==> config.mk <==
export PLATFORM = sky130hd
export DESIGN_NAME = ts_pkt_expander
export DESIGN_NICKNAME = d
export VERILOG_FILES = /design/src/rtl/ts_exp_pkg.sv /design/src/rtl/ts_pos_tracker.sv /design/src/rtl/ts_null_gen.sv /design/src/rtl/ts_out_reg.sv /design/src/rtl/ts_pkt_expander.sv
export SDC_FILE = /design/constraint.sdc
export NUM_CORES = 1
export LEC_CHECK = 0
export CORE_MARGIN = 2
export CORE_UTILIZATION = 52
export CTS_CLUSTER_DIAMETER = 200
export DETAILED_ROUTE_END_ITERATION = 7
export PLACE_DENSITY = 0.83
export SETUP_SLACK_MARGIN = 0.5
export SLEW_MARGIN = 20
export SYNTH_ARGS = -nofsm -noshare
export SYNTH_HDL_FRONTEND = slang
export SYNTH_SLANG_ARGS = --single-unit
==> constraint.sdc <==
create_clock -name clk -period 3 [get_ports clk]
set_input_delay 0.75 -clock clk [delete_from_list [all_inputs] [get_ports clk]]
set_output_delay 0.75 -clock clk [all_outputs]
set_load 0.05 [all_outputs]
==> src/rtl/ts_exp_pkg.sv <==
// Package: shared constants and types for the playback packet expander.
// Assumes a fixed-length 188-byte transport packet with an 8-bit data path.
package ts_exp_pkg;
    localparam int unsigned PKT_BYTES   = 188;
    localparam logic [7:0]  SYNC_VAL    = 8'h47;
    localparam logic [7:0]  HOLE_VAL    = 8'hC7;
    localparam logic [12:0] NULL_PID    = 13'h1FFF;
    localparam logic [7:0]  STUFF_VAL   = 8'hFF;

    typedef logic [7:0] byte_t;
endpackage

==> src/rtl/ts_pos_tracker.sv <==
// Module: packet position counter plus the null-packet-in-progress flag.
// Advances once per emitted packet byte, wraps after PKT_LEN bytes and
// raises the null flag when a placeholder opens a packet. Assumes the
// caller only asserts 'advance' for bytes that belong to a packet.
module ts_pos_tracker #(
    parameter int unsigned PKT_LEN = 188,
    localparam int unsigned POS_W  = $clog2(PKT_LEN)
) (
    input  logic             clk,
    input  logic             rst_n,
    input  logic             advance,
    input  logic             open_null,
    output logic [POS_W-1:0] pos,
    output logic             in_null
);
    localparam logic [POS_W-1:0] LAST_POS = POS_W'(PKT_LEN - 1);

    logic at_last;
    assign at_last = (pos == LAST_POS);

    // Position counter: step on each packet byte, wrap at packet end.
    always_ff @(posedge clk) begin
        if (!rst_n)       pos <= '0;
        else if (advance) pos <= at_last ? '0 : pos + 1'b1;
    end

    // Null flag: set by a placeholder, cleared after the last generated byte.
    always_ff @(posedge clk) begin
        if (!rst_n)                      in_null <= 1'b0;
        else if (open_null)              in_null <= 1'b1;
        else if (in_null && at_last)     in_null <= 1'b0;
    end

    // a generated packet never sits at position 0 (it owns 1..LAST).
    a_r3_null_not_at_head: assert property (@(posedge clk) disable iff (!rst_n)
        in_null |-> (pos != '0));

    // the null flag only drops after the last position of the packet.
    a_r3_null_full_length: assert property (@(posedge clk) disable iff (!rst_n)
        $fell(in_null) |-> ($past(pos) == LAST_POS));

    // stepping from the last position wraps to the packet head.
    a_r8_wrap: assert property (@(posedge clk) disable iff (!rst_n)
        (advance && at_last) |=> (pos == '0));
endmodule

==> src/rtl/ts_null_gen.sv <==
// Module: combinational source of null-packet bytes by packet position.
// Header carries the configured PID, payload-only adaptation control and
// continuity 0; every later byte is the stuffing value.
module ts_null_gen #(
    parameter int unsigned PKT_LEN = 188,
    parameter logic [7:0]  SYNC    = 8'h47,
    parameter logic [12:0] PID     = 13'h1FFF,
    parameter logic [7:0]  STUFF   = 8'hFF,
    localparam int unsigned POS_W  = $clog2(PKT_LEN)
) (
    input  logic [POS_W-1:0] pos,
    output logic [7:0]       gen_byte
);
    localparam logic [7:0] HDR1 = {3'b000, PID[12:8]};
    localparam logic [7:0] HDR2 = PID[7:0];
    localparam logic [7:0] HDR3 = 8'h10;

    // Header lookup for positions 0..3, stuffing elsewhere.
    always_comb begin
        case (pos)
            POS_W'(0): gen_byte = SYNC;
            POS_W'(1): gen_byte = HDR1;
            POS_W'(2): gen_byte = HDR2;
            POS_W'(3): gen_byte = HDR3;
            default:   gen_byte = STUFF;
        endcase
    end
endmodule

==> src/rtl/ts_out_reg.sv <==
// Module: output register stage for the stream byte, valid and start.
// Assumes the caller presents a start only with a valid sync byte.
module ts_out_reg #(
    parameter logic [7:0] SYNC = 8'h47
) (
    input  logic       clk,
    input  logic       rst_n,
    input  logic [7:0] nxt_data,
    input  logic       nxt_valid,
    input  logic       nxt_start,
    output logic [7:0] ts_data,
    output logic       ts_valid,
    output logic       ts_start
);
    // Register the outgoing byte and its qualifiers.
    always_ff @(posedge clk) begin
        if (!rst_n) begin
            ts_data  <= '0;
            ts_valid <= 1'b0;
            ts_start <= 1'b0;
        end else begin
            ts_data  <= nxt_data;
            ts_valid <= nxt_valid;
            ts_start <= nxt_start;
        end
    end

    // a start strobe always marks a valid sync byte.
    a_r5_start_on_sync: assert property (@(posedge clk) disable iff (!rst_n)
        ts_start |-> (ts_valid && ts_data == SYNC));
endmodule

==> src/rtl/ts_pkt_expander.sv <==
// Module: top of the playback packet expander.
// Reads a fall-through FIFO, expands 0xC7 placeholders found at packet
// position 0 into full null packets, and strobes the first byte of each
// packet. Position 0 waits for a sync byte so alignment recovers by itself.
module ts_pkt_expander #(
    parameter int unsigned PKT_LEN  = ts_exp_pkg::PKT_BYTES,
    parameter logic [7:0]  SYNC     = ts_exp_pkg::SYNC_VAL,
    parameter logic [7:0]  HOLE     = ts_exp_pkg::HOLE_VAL,
    parameter logic [12:0] PID      = ts_exp_pkg::NULL_PID,
    parameter logic [7:0]  STUFF    = ts_exp_pkg::STUFF_VAL
) (
    input  logic       clk,
    input  logic       rst_n,
    input  logic       fifo_empty,
    input  logic [7:0] fifo_data,
    output logic       fifo_rd_en,
    output logic [7:0] ts_data,
    output logic       ts_valid,
    output logic       ts_start
);
    localparam int unsigned POS_W = $clog2(PKT_LEN);

    logic [POS_W-1:0]  pos;
    logic              in_null;
    ts_exp_pkg::byte_t gen_byte;
    logic              take, at_head, is_sync, is_hole;
    logic              opens_pkt, open_null, advance;
    ts_exp_pkg::byte_t nxt_data;
    logic              nxt_valid;

    // Decode the FIFO head byte against the current packet position.
    always_comb begin
        take      = rst_n && !in_null && !fifo_empty;
        at_head   = (pos == '0);
        is_sync   = (fifo_data == SYNC);
        is_hole   = (fifo_data == HOLE);
        opens_pkt = take && at_head && (is_sync || is_hole);
        open_null = take && at_head && is_hole;
        advance   = in_null || (take && (!at_head || is_sync || is_hole));
    end

    // Pick the outgoing byte: generated, rewritten placeholder, or pass-through.
    always_comb begin
        if (in_null)        nxt_data = gen_byte;
        else if (open_null) nxt_data = SYNC;
        else                nxt_data = fifo_data;
        nxt_valid = in_null || take;
    end

    assign fifo_rd_en = take;

    ts_pos_tracker #(.PKT_LEN(PKT_LEN)) u_track (
        .clk       (clk),
        .rst_n     (rst_n),
        .advance   (advance),
        .open_null (open_null),
        .pos       (pos),
        .in_null   (in_null)
    );

    ts_null_gen #(.PKT_LEN(PKT_LEN), .SYNC(SYNC), .PID(PID), .STUFF(STUFF)) u_gen (
        .pos      (pos),
        .gen_byte (gen_byte)
    );

    ts_out_reg #(.SYNC(SYNC)) u_out (
        .clk       (clk),
        .rst_n     (rst_n),
        .nxt_data  (nxt_data),
        .nxt_valid (nxt_valid),
        .nxt_start (opens_pkt),
        .ts_data   (ts_data),
        .ts_valid  (ts_valid),
        .ts_start  (ts_start)
    );

    // never pop an empty FIFO.
    a_r1_no_empty_read: assert property (@(posedge clk) disable iff (!rst_n)
        fifo_rd_en |-> !fifo_empty);

    // no FIFO traffic while a null packet is being generated.
    a_r4_quiet_in_null: assert property (@(posedge clk) disable iff (!rst_n)
        in_null |-> !fifo_rd_en);

    // an idle cycle holds the position and clears valid on the next edge.
    a_r9_idle_hold: assert property (@(posedge clk) disable iff (!rst_n)
        (fifo_empty && !in_null) |=> ($stable(pos) && !ts_valid && !ts_start));

    // a non-sync, non-placeholder byte at the head leaves position at 0.
    a_r7_head_stall: assert property (@(posedge clk) disable iff (!rst_n)
        (fifo_rd_en && pos == '0 && fifo_data != SYNC && fifo_data != HOLE)
            |=> (pos == '0 && !ts_start));
endmodule

== Word-level counts from Yosys, hierarchy flattened ==
Index checks and enable logic that the tools add are counted.
Word-level totals
  register bits after elaboration: 19
  bits in latches: 0
  bits in writable memories: 0
  ROM bits: 0
  input port bits: 11
  word-level logic and storage cells: 34
  memories: 0
Operators by class
  add/subtract/negate cells: 1
  multipliers: 0
  div/mod/pow operators: 0
  $lt $le $gt $ge: 0
  equality and inequality tests: 5
  shift-type cells: 0
  muxes and demuxes: 6
  bitwise logic cells: 0
  reduce and logical (&&, ||, !) cells: 17
Operators with widths (count)
  $mux 8: 3
  $pmux 8 s3: 1
  $eq 8x8->1 const B: 2
  $add 8x1->8 const B: 1
  $eq 8x1->1 const B: 1
  $eq 8x2->1 const B: 1
  $eq 8x7->1 const B: 1
  $logic_not 8->1: 1
  $logic_and 1x1->1: 7
  $logic_or 1x1->1: 5
  $logic_not 1->1: 3
  $mux 1: 2
  $reduce_bool 2->1: 1

== Depth between registers and ports, before layout ==
  depth in word-level cells: 7
  mapped depth: 7
  gate-level depth less buffers: 6

== Modules after synthesis ==
From an unflattened synthesis, not the netlist that was laid out.
Unflattened totals
  cells, all modules: 108
  area, all modules: 1026.0 um^2
Modules (own cells, without submodules)
  ts_pos_tracker: times used 1, cells an instance 51, area an instance 465.4 um^2, seq. area each 180.2 um^2
  ts_out_reg: times used 1, cells an instance 20, area an instance 262.8 um^2, seq. area each 200.2 um^2
  ts_pkt_expander: times used 1, cells an instance 24, area an instance 206.4 um^2, seq. area each 0.0 um^2
  ts_null_gen: times used 1, cells an instance 13, area an instance 91.3 um^2, seq. area each 0.0 um^2

== Least setup slack after synthesis ==
Ideal clock, no wire load.
  path kind: in2out
  from: in fifo_empty
  to: out fifo_rd_en
  data arrival time: 1362 ps
  data required time: 2250 ps
  setup slack: 888 ps
  stages: 3
  buffers on the path: 0
  path through: nand2b_1 nand2b_1 inv_1
Between the ends
  cells in the longest elaborated chain, start to end: 2
RTL lines
  start: declaration: line ts_pkt_expander.sv:14  | input logic fifo_empty,
  $logic_not 1->1: line ts_pkt_expander.sv:33  | take = rst_n && !in_null && !fifo_empty;
  $logic_and 1x1->1: line ts_pkt_expander.sv:33
  end: declaration: line ts_pkt_expander.sv:16  | output logic fifo_rd_en,
No other way between the ends.

== Worst setup path after layout ==
Ends and elaborated chain as after synthesis.

==> metrics.yaml <==
worstMarginPinSlew_ns: 0.610
yosysWarnings: 0
finalSetupViolCount: 0
die-area_um2: 2180
synth.yosys.seq_area_share_pct: 40.2
slew_headroom_pct: 58.8
synth_area_leaders: "dfxtp_1, a21oi_1, ha_1, nand2_1, o21ai_0"
vdd_drop_max_mv: 0.282
htreeDepth: 1
clockBufferDepth: 2
synth-edff-count: 0
crit_fanout: 3
clk_pin_slew_ns: 0.10
cts_buffers: 3
synth.most_common_cell: "dfxtp_1"
min_path_cells: 2
core_area_um2: 1730
drc: 0
cp_slowest_stage_delay_ns: 0.42
syn_to_final_growth_pct: 30.4
synthArstFlopShare_pct: 0
maxCapViolCount: 0
die_h_um: 46.7
grt_pass1_vias: 829
status: "finished, final reports clean"
io_pins: 22
hpwl_um: 1620
critPathRequiredTime_ns: 2.25
finalNetCount: 149
hp-class: "reg -> reg"
synth_top_area_share_pct: 40.2
p_per_area_nw_per_um2: 378
layoutNonFillerInstCount: 159
gr-usage-all-layers_pct: 24.0
synth_cells: 109
crit_type: "in -> out"
fin_skew_ns: 0.00690
start_util_pct: 54.9
grt_setup_unrepaired: "no"
via_count: 918
endpoint_kind: "output port"
finalCriticalPeriod_ns: 2.47
hold_viol_final: 0
routed_wl_um: 2210
globalRoute.totalOverflow: 0
drt-initial-drc-count: 18
drive_gt1_share_pct: 11.2
top_usage_layer: "met2"
yosys-top-cells-count: "dfxtp_1, a21oi_1, nand2_1"
fillers: 138
grt_pass1_wl_um: 3660
grt_max_degree: 14
num_rows: 15
cts_tree: "built"
grtUsageMet2_pct: 38.9
max_freq_mhz: 405
start_kind: "input port"
ant_nets: 0
placedCellCount: 153
syn_area_um2: 947
maxSlewViolCount: 0
dr.pass1.iters: 4
leakage_nw: 0.470
slowest_stage: "clkdlybuf4s50_1"
die_w_um: 46.7
path_depth: 5
cp_top_family: "buffers and inverters"
worst-path-buf-inv: 3
synth-main-ff-cell: "dfxtp_1"
tns_ns: 0
cts_root_buf: "clkbuf_4"
period_share_pct: 82.3
place_congestion: 0.809
clk_latency_ns: 0.29
arrival_ns: 1.72
syn-mean-instance-area_um2: 8.69
drt-wirelength-per-cell_um: 13.9
synth.ff_latch_count: 19
ys_types: 34
globalRouteMet1Util_pct: 30.0
rr_worst_depth: 7
cts_sinks: 19
synth_largest_area_cell: "dfxtp_1"
vias_per_cell: 5.77
antenna_found_initial: 0
worstPathCellList: "clkdlybuf4s50_1 -> nand2b_1 -> nand2b_4 -> inv_2 -> buf_12"
met3_usage_pct: 7.45
portBuffers: 21
diodes: 0
synth_nets: 123
## cell type report
type | count | area, um^2 | area share [%]
Multi-Input combinational cell | 79 | 520 | 42.1
Sequential cell | 19 | 380 | 30.8
Timing Repair Buffer | 25 | 250 | 20.3
Tap cell | 25 | 31.3 | 2.53
Clock buffer | 4 | 26.3 | 2.13
Inverter | 7 | 26.3 | 2.13
## timing repair
| action | in CTS | in global routing |
|---|---|---|
| gates cloned | 0 | 0 |
| endpoints found under the setup margin | 1 | 1 |
| gates resized for setup | 2 | 0 |
| setup buffers | 0 | 2 |
| hold buffers | 0 | 0 |
## power breakdown
part	switching [mW]	leakage (nW)	internal (mW)	total [mW]
clock	0.0744	0.0150	0.0517	0.126
combinational	0.0458	0.300	0.0344	0.0803
sequential	0.00159	0.156	0.259	0.260
## tightest hold or removal path, stage by stage (launching register included)
cell and delay (ns):
dfxtp_1 0.36, nand2_1 0.06, o32ai_1 0.06
## state kept, by name, summed over array words and instances, names as in the netlist
| name | count |
|---|---|
| u_out.ts_start | 1 |
| u_out.ts_data | 8 |
| u_out.ts_valid | 1 |
| u_track.in_null | 1 |
| u_track.pos | 8 |
## final timing paths
check                       from        endpoint  slack [ns]
hold / removal    u_track.pos[7]  u_track.pos[7]        0.52
setup reg to reg  u_track.pos[0]  u_track.pos[5]        0.99
hold reg to reg   u_track.pos[7]  u_track.pos[7]        0.52
setup / recovery      fifo_empty      fifo_rd_en        0.53
## placed cells by master (no fill, tap or decap), types with 4 or more instances in the layout
master / synthesis / routed
buf_4: 1 / 4
a21oi_1: 11 / 11
clkdlybuf4s50_1: 0 / 20
inv_1: 6 / 5
nor2_1: 6 / 6
nand3_1: 4 / 4
dfxtp_1: 19 / 19
o21ai_0: 7 / 7
nand2_1: 10 / 10
or4_1: 4 / 4
## kinds of logic after synthesis
family                   synth area share [%]
AO/OA/AOI/OAI                            23.3
AND/OR/NAND/NOR                          26.9
flip-flops                               40.2
adder cells (fa/ha/maj)                  3.96
buffers and inverters                    5.68
## metrics by stage
step                total power [mW]  hold WS (ns)  utilization, %  area [um^2]  worst slack [ns]
finish                         0.467         0.523            71.5         1230             0.532
CTS                            0.470         0.518            70.7         1220             0.541
detailed placement             0.343         0.501            68.7         1190             0.469
global route                   0.485         0.554            71.5         1230             0.505
global placement               0.342         0.494            68.7         1190             0.495
floorplan                      0.308         0.472               -          947             0.888
## metal layers
metal  wire [um]  part of all wire (%)
met5           0                     0
met4          23                   1.0
met3         115                   5.2
met2        1050                    48
met1        1010                    46
Note: power is estimated with default switching activity, not from simulation.
